`src/rtl/svc_irq_pkg.sv`:
```
// Shared register addresses and bit positions for the service-flag unit.
package svc_irq_pkg;
    localparam int REG_AW = 3;

    localparam logic [REG_AW-1:0] A_STATUS  = 3'd0;
    localparam logic [REG_AW-1:0] A_MASK    = 3'd1;
    localparam logic [REG_AW-1:0] A_CERR    = 3'd2;
    localparam logic [REG_AW-1:0] A_CERR_EN = 3'd3;
    localparam logic [REG_AW-1:0] A_LERR    = 3'd4;
    localparam logic [REG_AW-1:0] A_LERR_EN = 3'd5;
    localparam logic [REG_AW-1:0] A_IN_LIM  = 3'd6;
    localparam logic [REG_AW-1:0] A_OUT_LIM = 3'd7;

    // Status word layout, decoded by software.
    localparam int B_OUT_NE   = 4;
    localparam int B_IN_NE    = 5;
    localparam int B_OUT_FULL = 6;
    localparam int B_IN_FULL  = 7;
    localparam int B_OUT_SVC  = 8;
    localparam int B_IN_SVC   = 9;
    localparam int B_OUT_DONE = 10;
    localparam int B_IN_DONE  = 11;
    localparam int B_OUT_BLK  = 12;
    localparam int B_IN_BLK   = 13;

    localparam int CERR_LSB = 2;
    localparam int CERR_N   = 4;
    localparam int LERR_N   = 2;

    localparam int DIR_N   = 2;
    localparam int DIR_OUT = 0;
    localparam int DIR_IN  = 1;
endpackage

```
`src/rtl/svc_sticky_bits.sv`:
```
// Bank of N sticky flags. A flag sets on its set strobe and clears on its
// clear strobe. Set has priority over clear in the same cycle.
// Assumes set and clear are synchronous single-cycle strobes.
module svc_sticky_bits #(
    parameter int N = 4
) (
    input  logic         clk,
    input  logic         rst_n,
    input  logic [N-1:0] set_i,
    input  logic [N-1:0] clr_i,
    output logic [N-1:0] q_o
);
    for (genvar i = 0; i < N; i++) begin : g_bit
        // One flag: set wins over clear.
        always_ff @(posedge clk) begin
            if (!rst_n)         q_o[i] <= 1'b0;
            else if (set_i[i])  q_o[i] <= 1'b1;
            else if (clr_i[i])  q_o[i] <= 1'b0;
        end
    end
endmodule

```
`src/rtl/svc_err_bank.sv`:
```
// Error flag register plus its enable register. The flags are sticky and
// write-1-to-clear, and an event wins over a clear. active_o reports any
// flag whose enable is set. Assumes wr_flag_i and wr_en_i are one-cycle strobes.
module svc_err_bank #(
    parameter int N = 4
) (
    input  logic         clk,
    input  logic         rst_n,
    input  logic [N-1:0] ev_i,
    input  logic         wr_flag_i,
    input  logic         wr_en_i,
    input  logic [N-1:0] wdata_i,
    output logic [N-1:0] flag_o,
    output logic [N-1:0] en_o,
    output logic         active_o
);
    logic [N-1:0] clr;

    // Clear request: the ones in the write data while the flag register is addressed.
    always_comb clr = wr_flag_i ? wdata_i : '0;

    svc_sticky_bits #(.N(N)) u_flags (
        .clk   (clk),
        .rst_n (rst_n),
        .set_i (ev_i),
        .clr_i (clr),
        .q_o   (flag_o)
    );

    // Enable register, plain write.
    always_ff @(posedge clk) begin
        if (!rst_n)       en_o <= '0;
        else if (wr_en_i) en_o <= wdata_i;
    end

    // Any enabled error.
    always_comb active_o = |(flag_o & en_o);
endmodule

```
`src/rtl/svc_word_counter.sv`:
```
// Programmable word limit and word counter for one direction. reach_o pulses
// on the word that makes the count equal a nonzero limit. The count then holds
// until the limit is rewritten, which also restarts it from zero.
// Assumes word_i is at most one word per cycle.
module svc_word_counter #(
    parameter int CNT_W = 16
) (
    input  logic             clk,
    input  logic             rst_n,
    input  logic             lim_wr_i,
    input  logic [CNT_W-1:0] lim_i,
    input  logic             word_i,
    output logic [CNT_W-1:0] lim_o,
    output logic             reach_o
);
    localparam logic [CNT_W-1:0] ONE = CNT_W'(1);

    logic [CNT_W-1:0] cnt_q;
    logic             at_lim;

    // Counter holds once it equals the limit.
    always_comb at_lim = (cnt_q == lim_o);

    // Pulse on the final word, unless a limit rewrite happens in the same cycle.
    always_comb reach_o = word_i && !lim_wr_i && (lim_o != '0) && (cnt_q == lim_o - ONE);

    // Limit register.
    always_ff @(posedge clk) begin
        if (!rst_n)        lim_o <= '0;
        else if (lim_wr_i) lim_o <= lim_i;
    end

    // Word count: restart on a limit write, saturate at the limit.
    always_ff @(posedge clk) begin
        if (!rst_n)                 cnt_q <= '0;
        else if (lim_wr_i)          cnt_q <= '0;
        else if (word_i && !at_lim) cnt_q <= cnt_q + ONE;
    end
endmodule

```
`src/rtl/svc_irq_unit.sv`:
```
// Status register and level interrupt for a FIFO-based serial peripheral.
// It combines live FIFO levels, sticky service and done flags (write 1 to
// clear), a service mask and two enabled error banks into one active-high irq.
// Assumes DATA_W >= 14 and DATA_W >= CNT_W, and that all inputs are
// synchronous to clk.
module svc_irq_unit
    import svc_irq_pkg::*;
#(
    parameter int DATA_W = 32,
    parameter int CNT_W  = 16
) (
    input  logic              clk,
    input  logic              rst_n,
    input  logic              reg_wr,
    input  logic [REG_AW-1:0] reg_addr,
    input  logic [DATA_W-1:0] reg_wdata,
    output logic [DATA_W-1:0] reg_rdata,
    input  logic              out_fifo_ne,
    input  logic              in_fifo_ne,
    input  logic              out_fifo_full,
    input  logic              in_fifo_full,
    input  logic              in_blk_rdy,
    input  logic              out_blk_room,
    input  logic              in_word,
    input  logic              out_word,
    input  logic [CERR_N-1:0] core_err_ev,
    input  logic [LERR_N-1:0] link_err_ev,
    output logic              irq
);
    localparam int OP_N = B_IN_DONE - B_OUT_SVC + 1;
    localparam int SVC_N = B_IN_SVC - B_OUT_SVC + 1;

    logic              wr_status, wr_mask, wr_cerr, wr_cerr_en, wr_lerr, wr_lerr_en;
    logic [DIR_N-1:0]  lim_wr, word_ev, blk_lvl, blk_q, blk_rise, reach;
    logic [CNT_W-1:0]  lim_v [DIR_N];
    logic [OP_N-1:0]   op_set, op_clr, op_q;
    logic [SVC_N-1:0]  mask_q;
    logic [CERR_N-1:0] cerr_q, cerr_en_q;
    logic [LERR_N-1:0] lerr_q, lerr_en_q;
    logic              cerr_act, lerr_act;
    logic              unused_wbits;

    // Write decode per register.
    always_comb begin
        wr_status  = reg_wr && (reg_addr == A_STATUS);
        wr_mask    = reg_wr && (reg_addr == A_MASK);
        wr_cerr    = reg_wr && (reg_addr == A_CERR);
        wr_cerr_en = reg_wr && (reg_addr == A_CERR_EN);
        wr_lerr    = reg_wr && (reg_addr == A_LERR);
        wr_lerr_en = reg_wr && (reg_addr == A_LERR_EN);
        lim_wr[DIR_IN]  = reg_wr && (reg_addr == A_IN_LIM);
        lim_wr[DIR_OUT] = reg_wr && (reg_addr == A_OUT_LIM);
    end

    // Per-direction input vectors.
    always_comb begin
        blk_lvl[DIR_IN]  = in_blk_rdy;
        blk_lvl[DIR_OUT] = out_blk_room;
        word_ev[DIR_IN]  = in_word;
        word_ev[DIR_OUT] = out_word;
    end

    // Previous block-ready levels for edge detection.
    always_ff @(posedge clk) begin
        if (!rst_n) blk_q <= '0;
        else        blk_q <= blk_lvl;
    end

    // Rising edge of each block-ready level.
    always_comb blk_rise = blk_lvl & ~blk_q;

    for (genvar d = 0; d < DIR_N; d++) begin : g_dir
        svc_word_counter #(.CNT_W(CNT_W)) u_cnt (
            .clk      (clk),
            .rst_n    (rst_n),
            .lim_wr_i (lim_wr[d]),
            .lim_i    (reg_wdata[CNT_W-1:0]),
            .word_i   (word_ev[d]),
            .lim_o    (lim_v[d]),
            .reach_o  (reach[d])
        );
    end

    // Set events for the sticky status flags (index 0 is status bit 8).
    always_comb begin
        op_set = '0;
        op_set[B_OUT_SVC - B_OUT_SVC]  = blk_rise[DIR_OUT];
        op_set[B_IN_SVC - B_OUT_SVC]   = blk_rise[DIR_IN] | reach[DIR_IN];
        op_set[B_OUT_DONE - B_OUT_SVC] = reach[DIR_OUT];
        op_set[B_IN_DONE - B_OUT_SVC]  = reach[DIR_IN];
    end

    // Write-1-to-clear requests for the sticky status flags.
    always_comb op_clr = wr_status ? reg_wdata[B_IN_DONE:B_OUT_SVC] : '0;

    svc_sticky_bits #(.N(OP_N)) u_op (
        .clk   (clk),
        .rst_n (rst_n),
        .set_i (op_set),
        .clr_i (op_clr),
        .q_o   (op_q)
    );

    // Service mask register.
    always_ff @(posedge clk) begin
        if (!rst_n)       mask_q <= '0;
        else if (wr_mask) mask_q <= reg_wdata[B_IN_SVC:B_OUT_SVC];
    end

    svc_err_bank #(.N(CERR_N)) u_cerr (
        .clk       (clk),
        .rst_n     (rst_n),
        .ev_i      (core_err_ev),
        .wr_flag_i (wr_cerr),
        .wr_en_i   (wr_cerr_en),
        .wdata_i   (reg_wdata[CERR_LSB +: CERR_N]),
        .flag_o    (cerr_q),
        .en_o      (cerr_en_q),
        .active_o  (cerr_act)
    );

    svc_err_bank #(.N(LERR_N)) u_lerr (
        .clk       (clk),
        .rst_n     (rst_n),
        .ev_i      (link_err_ev),
        .wr_flag_i (wr_lerr),
        .wr_en_i   (wr_lerr_en),
        .wdata_i   (reg_wdata[LERR_N-1:0]),
        .flag_o    (lerr_q),
        .en_o      (lerr_en_q),
        .active_o  (lerr_act)
    );

    // Level interrupt from all sources.
    always_comb irq = (|(op_q[SVC_N-1:0] & ~mask_q)) | (|op_q[OP_N-1:SVC_N]) | cerr_act | lerr_act;

    // Read multiplexer.
    always_comb begin
        reg_rdata = '0;
        case (reg_addr)
            A_STATUS: begin
                reg_rdata[B_OUT_NE]   = out_fifo_ne;
                reg_rdata[B_IN_NE]    = in_fifo_ne;
                reg_rdata[B_OUT_FULL] = out_fifo_full;
                reg_rdata[B_IN_FULL]  = in_fifo_full;
                reg_rdata[B_IN_DONE:B_OUT_SVC] = op_q;
                reg_rdata[B_OUT_BLK]  = out_blk_room;
                reg_rdata[B_IN_BLK]   = in_blk_rdy;
            end
            A_MASK:    reg_rdata[B_IN_SVC:B_OUT_SVC]   = mask_q;
            A_CERR:    reg_rdata[CERR_LSB +: CERR_N]   = cerr_q;
            A_CERR_EN: reg_rdata[CERR_LSB +: CERR_N]   = cerr_en_q;
            A_LERR:    reg_rdata[LERR_N-1:0]           = lerr_q;
            A_LERR_EN: reg_rdata[LERR_N-1:0]           = lerr_en_q;
            A_IN_LIM:  reg_rdata[CNT_W-1:0]            = lim_v[DIR_IN];
            A_OUT_LIM: reg_rdata[CNT_W-1:0]            = lim_v[DIR_OUT];
            default:   reg_rdata = '0;
        endcase
    end

    // Write-data bits outside every field.
    always_comb unused_wbits = ^reg_wdata;
endmodule

```
`config.mk`:
```
export PLATFORM = sky130hd
export DESIGN_NAME = svc_irq_unit
export DESIGN_NICKNAME = d
export VERILOG_FILES = /design/src/rtl/svc_irq_pkg.sv /design/src/rtl/svc_sticky_bits.sv /design/src/rtl/svc_err_bank.sv /design/src/rtl/svc_word_counter.sv /design/src/rtl/svc_irq_unit.sv
export SDC_FILE = /design/constraint.sdc
export NUM_CORES = 1
export LEC_CHECK = 0
export CORE_MARGIN = 3
export CORE_UTILIZATION = 55
export DETAILED_ROUTE_END_ITERATION = 16
export MAX_ROUTING_LAYER = met4
export PLACE_DENSITY = 0.89
export SLEW_MARGIN = 15
export SYNTH_ARGS = -nofsm -noshare
export SYNTH_HDL_FRONTEND = slang
export SYNTH_SLANG_ARGS = --single-unit
```
`constraint.sdc`:
```
create_clock -name clk -period 3.67 [get_ports clk]
set_clock_uncertainty 0.15 [all_clocks]
set_input_delay 0.9175 -clock clk [delete_from_list [all_inputs] [get_ports clk]]
set_output_delay 0.9175 -clock clk [all_outputs]
set_load 0.02 [all_outputs]
```
==> results of run 1 <==
## flip-flops by register name (all words and copies together), names as in the netlist
register            flops
blk_q                   2
u_cerr.u_flags.q_o      4
g_dir.u_cnt.cnt_q      32
g_dir.u_cnt.lim_o      32
mask_q                  2
u_op.q_o                4
u_cerr.en_o             4
u_lerr.u_flags.q_o      2
u_lerr.en_o             2
## worst max-delay path by stage
| stage | startpoint | endpoint | slack, ps |
|---|---|---|---|
| after floorplan | reg_addr[0] | reg_rdata[12] | 60 |
| after global placement | reg_addr[2] | reg_rdata[10] | -240 |
| after detailed placement | reg_addr[1] | reg_rdata[1] | -240 |
| after CTS | reg_addr[0] | reg_rdata[2] | 10 |
| after global routing | reg_addr[0] | reg_rdata[2] | 10 |
| final | reg_addr[0] | reg_rdata[2] | 60 |
## kinds of logic (layout without fill, tap and decap cells)
family	after synthesis	after routing	share of synthesized area, %
XOR/XNOR	65	65	10.26
flip-flops	84	84	30.30
adder cells (fa/ha/maj)	4	4	0.9020
other	1	16	0.06758
buffers and inverters	74	99	7.643
AO/OA/AOI/OAI	129	129	16.14
multiplexers	33	33	7.193
AND/OR/NAND/NOR	294	294	27.49
## power groups by stage
stage / clock (mW) / combinational, mW / sequential, mW
2_1_floorplan: 0 / 0.275 / 0.974
3_3_place_gp: 0 / 0.357 / 0.992
3_5_place_dp: 0 / 0.367 / 0.993
4_1_cts: 0.822 / 0.366 / 0.971
5_1_grt: 0.860 / 0.408 / 0.977
6_report: 0.815 / 0.370 / 0.973
## through the flow
stage / hold slack [ps] / setup slack, ps / cell area [um^2]
6_report: 378.5 / 56.90 / 6306
5_1_grt: 404.1 / 10.08 / 6306
4_1_cts: 377.9 / 14.14 / 6309
3_5_place_dp: 365.1 / -240.8 / 6083
3_3_place_gp: 348.6 / -243.6 / 6083
2_1_floorplan: 309.1 / 60.67 / 5605
## placed cells by master, fill, tap and decap left out, drive strengths merged, types with 8 or more instances in the layout
master / count
or4: 10
nor2: 39
nor2b: 20
dfxtp: 84
o21ai: 18
clkbuf: 14
nor4: 16
inv: 10
dlygate4sd2: 11
nand2: 112
xor2: 22
nand3: 19
and2: 9
a21boi: 33
nand4: 15
xnor2: 43
buf: 22
o31ai: 8
conb: 16
clkdlybuf4s50: 34
mux2i: 26
nor3: 18
a21oi: 24
## worst min-delay path, stage by stage, from the launching register on
cell     delay [ps]
dfxtp_1         350
o31ai_1          80
a21oi_1          60
## layout make-up
type | instances | area [um^2]
Multi-Input combinational cell | 541 | 3502
Fill cell | 834 | 3468
Sequential cell | 84 | 1682
Timing Repair Buffer | 74 | 679.4
Tap cell | 133 | 166.4
Clock buffer | 11 | 141.4
Clock inverter | 4 | 97.59
Inverter | 10 | 37.54
## what timing repair did
action | 4_1_cts | 5_1_grt
endpoints found under the setup margin | 16 | 11
endpoints found under the hold margin | 0 | 0
gates resized for setup | 19 | 14
## routing by layer
layer	share of wire [%]	global-route usage [%]
met1	42	35.31
met3	7.3	4.250
met2	49	45.07
met5	0	-
met4	1.6	8.219
==> impl_results.md, run 1 <==
* Share of cells above drive strength 1 at 8.011%
* Leading post-synthesis cells by cell area: dfxtp_1, nand2_1, xnor2_1
* CTS Buf Count at 9
* Min Tclk post-route at ~3600 ps
* Reg-to-reg slack, setup at 790 ps
* Async set-reset flop share out of synthesis at 0%
* Psw at 0.5853 mW
* Dpl cells at approximately 840
* Total grt overflow at 0
* Crit path buf inv count at 3
* Die span in y at 106.4 um
* RR Endpoint: u_op.q_o[2]
* Power Dens Cells at 342.2 nW/um^2
* Synth top area share at between 30% and 40%
* Critical Path AT at 2550 ps
* Hold path cells at 2
* Worst VDD drop at 0.2335 mV
* Vias in the first global route at 4,961
* Final setup violating endpoints at 0
* Setup Total Neg Slack at 0 ps
* Startpoint Class: input pin
* Syn-to-layout area delta at 13.64%
* CP top delay family: buffers and inverters
* Seq pwr share at 45.1%
* Initial Util at 56.77%
* CP Max Fanout at 8
* Most used DFF post-synth: dfxtp_1
* Hold_buf cts at 0
* Critical path's slowest cell: mux4_1
* Syn avg cell area at 8.113 um^2
* Fmax at 276.8 MHz
* Status: finished, final reports clean
* Wirelength per Cell at 16.90 um
* Slew Viols, Final at 0
* Most numerous cell in the Yosys netlist: nand2_1
* Tot GR Track Use at 27.50%
* Final period util at a little over nine tenths
* Crit Path Category: in2out
* Netlist cell types at between 70 and 80
* Clock sinks at 84
* Pin count of the biggest net entering global routing at 36
* Post-synth EDFFs at 0
* Final HPWL DP at around 11,000 um
* Root buf cell: clkbuf_8
* Row cnt at 36
* Reg2Reg Depth at 8
* P_int at 1.573 mW
* Die Wd at between 100 and 150 um
* Core area at 9774 um^2
* Crit. End Element: output pin
* Layout Cells excl Fill at ~860
* Max Root-Sink Buffers at 2
* Critical Path, Cell by Cell: clkdlybuf4s50_1 > buf_6 > mux4_1 > and2_1 > clkdlybuf4s15_1
* Hold Path Sink: g_dir[0].u_cnt.cnt_q[5]
* Clk Latency, worst-skew pair at ~370 ps
* Clock Pin Slew Worst Setup and Hold Paths at 90 ps
* H-tree levels at 3
* Commonest cells post-synth: nand2_1, dfxtp_1, xnor2_1
* Post-CTS setup buffers at 0
* Final Hold Vio Count at 0
* Hold_sp: g_dir[0].u_cnt.cnt_q[5]
* RR Startpoint: g_dir[0].u_cnt.lim_o[0]
* Worst hold path type: reg2reg
* CP Depth at 5
* Drt drc at 0
* Routability congestion estimate at 0.9498
* # diodes at 0
* Drt pass-1 iters at 5
* CTS tree: yes
* I/O pins at 85
* Via count at a little over 5,000
* Max Cap Viol at 0
* Port Buffer Count at 52
* Net Sw Frac at roughly 27%
* #FFs+latches synth at 84
* Lkg Pwr at 2.391 nW
* Worst slew margin at about 60%
* Comb pwr share at 17.2%
* Final total power at 2.158 mW
* Initial antenna violation count at 0
* Seq/Total Area, Yosys at 30.30%
* RSZ-0062 raised after global routing: false
* Critical Path Max Stage Delay at ~540 ps
* Detail Route Antenna Nets at 0
* Post-Synthesis Cells at 684
* Synth warn at 0
* Actual slew at the worst max-slew pin at 598.4 ps
* Final core utilization at 64.52%
* Critical Path RT at 2600 ps
* Nets at 776
* Routed wire length at 14,480 um
* Drt initial violations at approximately 320
* Cell area after synthesis at about 5500 um^2
* Die area at around 11,000 um^2
* First-pass GRT wire length at approximately 25,000 um
* Clk pwr share at 37.8%
* Cell accounting for the most synthesized area: dfxtp_1
* Vias per cell at 5.991
Note: power is estimated with default switching activity, not from simulation.
==> run 2: changes to the inputs <==
--- a/config.mk
+++ b/config.mk
@@ -5,6 +5,7 @@
 export SDC_FILE = /design/constraint.sdc
 export NUM_CORES = 1
 export LEC_CHECK = 0
+export CORE_ASPECT_RATIO = 1.75
 export CORE_MARGIN = 3
 export CORE_UTILIZATION = 55
 export DETAILED_ROUTE_END_ITERATION = 16
==> run 2 against run 1 <==
Compared with the run above: non-clock buffer count is 1 lower; via count is 2.8% higher; count of clock-buffer cells in the layout is 1 lower; power is 10% higher; global-route usage is 1.6 points higher; register-to-register slack better by 70 ps; worst setup slack worse by 26 ps; sequential share of layout area is 0.40 points lower; final area is 1.5% higher; utilization is 1.9 points higher; hold slack better by 4.9 ps; die area is 0.42% higher; largest power group is now clock; highest routed layer unchanged.
==> impl_results.md, run 2 (same netlist as run 1, synthesis figures left out) <==
* I/O pins at 85 (unchanged)
* Biggest regs: g_dir.u_cnt.cnt_q: 32 flops, g_dir.u_cnt.lim_o: 32 flops (unchanged)
* Die Wd at 81.93 um (was 106.4 um)
* Fillers at 789 (was 834)
* RR Startpoint: g_dir[0].u_cnt.lim_o[0] (unchanged)
* Worst VDD drop at 0.3026 mV (was 0.2335 mV)
* Max Root-Sink Buffers at 2 (unchanged)
* Drt initial violations at 336 (was 319)
* Lkg Pwr at 2.438 nW (was 2.391 nW)
* Hold_sp: g_dir[1].u_cnt.lim_o[15] (was g_dir[0].u_cnt.cnt_q[5])
* Post-CTS setup buffers at 0 (unchanged)
* Clock Pin Slew Worst Setup and Hold Paths at 60 ps (was 90 ps)
* Actual slew at the worst max-slew pin at 624.1 ps (was 598.4 ps)
* Share of cells above drive strength 1 at 8.011% (unchanged)
* Clock sinks at 84 (unchanged)
* Crit Path Category: in2out (unchanged)
* Fmax at 274.8 MHz (was 276.8 MHz)
* Status: finished, final reports clean (unchanged)
* Critical Path, Cell by Cell: clkdlybuf4s50_1 > buf_12 > mux4_2 > and2_1 > dlygate4sd2_1 (was clkdlybuf4s50_1 > buf_6 > mux4_1 > and2_1 > clkdlybuf4s15_1)
* Final setup violating endpoints at 0 (unchanged)
* Worst slew margin at 58.35% (was 59.80%)
* H-tree levels at 3 (unchanged)
* Crit. End Element: output pin (unchanged)
* Hold Path Sink: g_dir[1].u_cnt.lim_o[15] (was g_dir[0].u_cnt.cnt_q[5])
* Initial antenna violation count at 0 (unchanged)
* CP Max Fanout at 11 (was 8)
* Routed wire length at 15,450 um (was 14,480 um)
* Port Buffer Count at 52 (unchanged)
* Drt pass-1 iters at 5 (unchanged)
* DP Area at 6087 um^2 (was 6083 um^2)
* Tot GR Track Use at 29.08% (was 27.50%)
* CTS Buf Count at 9 (unchanged)
* Min Tclk post-route at 3639 ps (was 3613 ps)
* Startpoint Class: input pin (unchanged)
* # diodes at 0 (unchanged)
* Vias per cell at 6.240 (was 5.991)
* Clk Latency, worst-skew pair at 350 ps (was 370 ps)
* Critical Path AT at 2570 ps (was 2550 ps)
* Pin count of the biggest net entering global routing at 31 (was 36)
* Slew Viols, Final at 0 (unchanged)
* Reg2Reg Depth at 8 (unchanged)
* Via count at 5,279 (was 5,134)
* RSZ-0062 raised after global routing: false (unchanged)
* Most frequent cells in the layout: nand2_1, dfxtp_1, xnor2_1 (unchanged)
* Row cnt at 47 (was 36)
* Critical path's slowest cell: clkdlybuf4s50_1 (was mux4_1)
* Final total power at 2.373 mW (was 2.158 mW)
* Core area at 9644 um^2 (was 9774 um^2)
* Die area at 11,380 um^2 (was 11,330 um^2)
* Initial Util at 57.54% (was 56.77%)
* Pre-CTS setup slack at -253.6 ps (was -240.8 ps)
* Setup Total Neg Slack at 0 ps (unchanged)
* Final Hold Vio Count at 0 (unchanged)
* Final HPWL DP at 11,670 um (was 11,050 um)
* Hold path cells at 2 (unchanged)
* Die span in y at 138.9 um (was 106.4 um)
* CTS tree: yes (unchanged)
* Detail Route Antenna Nets at 0 (unchanged)
* Cell area after layout at 6402 um^2 (was 6306 um^2)
* Nets at 775 (was 776)
* Root buf cell: clkbuf_16 (was clkbuf_8)
* Syn-to-layout area delta at 15.38% (was 13.64%)
* Critical Path Max Stage Delay at 510 ps (was 540 ps)
* Final period util at 99.15% (was 98.45%)
* Worst hold path type: reg2reg (unchanged)
* Commonest non-fill, non-tap cell in the layout: nand2_1 (unchanged)
* Drt drc at 0 (unchanged)
* Routability congestion estimate at 0.9668 (was 0.9498)
* Critical Path RT at 2600 ps (about the same)
* Final WS setup at 31.05 ps (was 56.90 ps)
* Total grt overflow at 0 (unchanged)
* Max Cap Viol at 0 (unchanged)
* Reg-to-reg slack, setup at 860 ps (was 790 ps)
* Wirelength per Cell at 18.26 um (was 16.90 um)
* First-pass GRT wire length at 25,470 um (was 24,580 um)
* Power Dens Cells at 370.6 nW/um^2 (was 342.2 nW/um^2)
* Vias in the first global route at 5,417 (was 4,961)
* RR Endpoint: u_op.q_o[2] (unchanged)
run 2: metrics by stage:
stage | cells | util, % | hold slack (ps)
2_1_floorplan | 699 | - | 309.1
3_3_place_gp | 830 | 63.12 | 342.4
3_5_place_dp | 830 | 63.12 | 369.9
4_1_cts | 846 | 66.42 | 383.2
5_1_grt | 846 | 66.39 | 406.2
6_report | 846 | 66.39 | 383.4
run 2: cell type report:
type / count / area [um^2] / area share [%]
Inverter: 10 / 37.54 / 0.5863
Sequential cell: 84 / 1682 / 26.27
Clock buffer: 10 / 239.0 / 3.733
Tap cell: 122 / 152.6 / 2.384
Timing Repair Buffer: 73 / 694.4 / 10.85
Clock inverter: 6 / 95.09 / 1.485
Multi-Input combinational cell: 541 / 3502 / 54.70
run 2: repair_timing:
action / 4_1_cts / 5_1_grt
hold buffers: 0 / 0
endpoints found under the setup margin: 16 / 1
gates resized for setup: 19 / 3
run 2: where the power goes:
| part | internal (mW) | switching, mW |
|---|---|---|
| clock network | 0.622 | 0.396 |
| registers | 0.936 | 0.0379 |
| logic | 0.173 | 0.209 |
| total | 1.73 | 0.643 |
run 2: worst max-delay path by stage:
stage / startpoint / to / slack (ps) / cells after the start
floorplan: reg_addr[0] / reg_rdata[12] / 60 / 5
global placement: reg_addr[0] / reg_rdata[2] / -230 / 5
detailed placement: reg_addr[0] / reg_rdata[2] / -250 / 5
CTS: reg_addr[0] / reg_rdata[5] / 5 / 6
global route: reg_addr[1] / reg_rdata[1] / 6 / 5
finish: reg_addr[0] / reg_rdata[0] / 30 / 5
run 2: layer usage:
layer | global-route usage, % | part of all wire (%) | vias to the layer above
met1 | 29.80 | 36 | 2499
met5 | - | 0 | -
met3 | 4.161 | 5.3 | 86
met2 | 50.36 | 53 | 236
met4 | 17.43 | 5.9 | 0
li1 | - | - | 2458
run 2: critical path: cells and delay by family:
family                 cells  cell delay (ps)
AND/OR/NAND/NOR            1              180
buffers and inverters      3              980
multiplexers               1              490
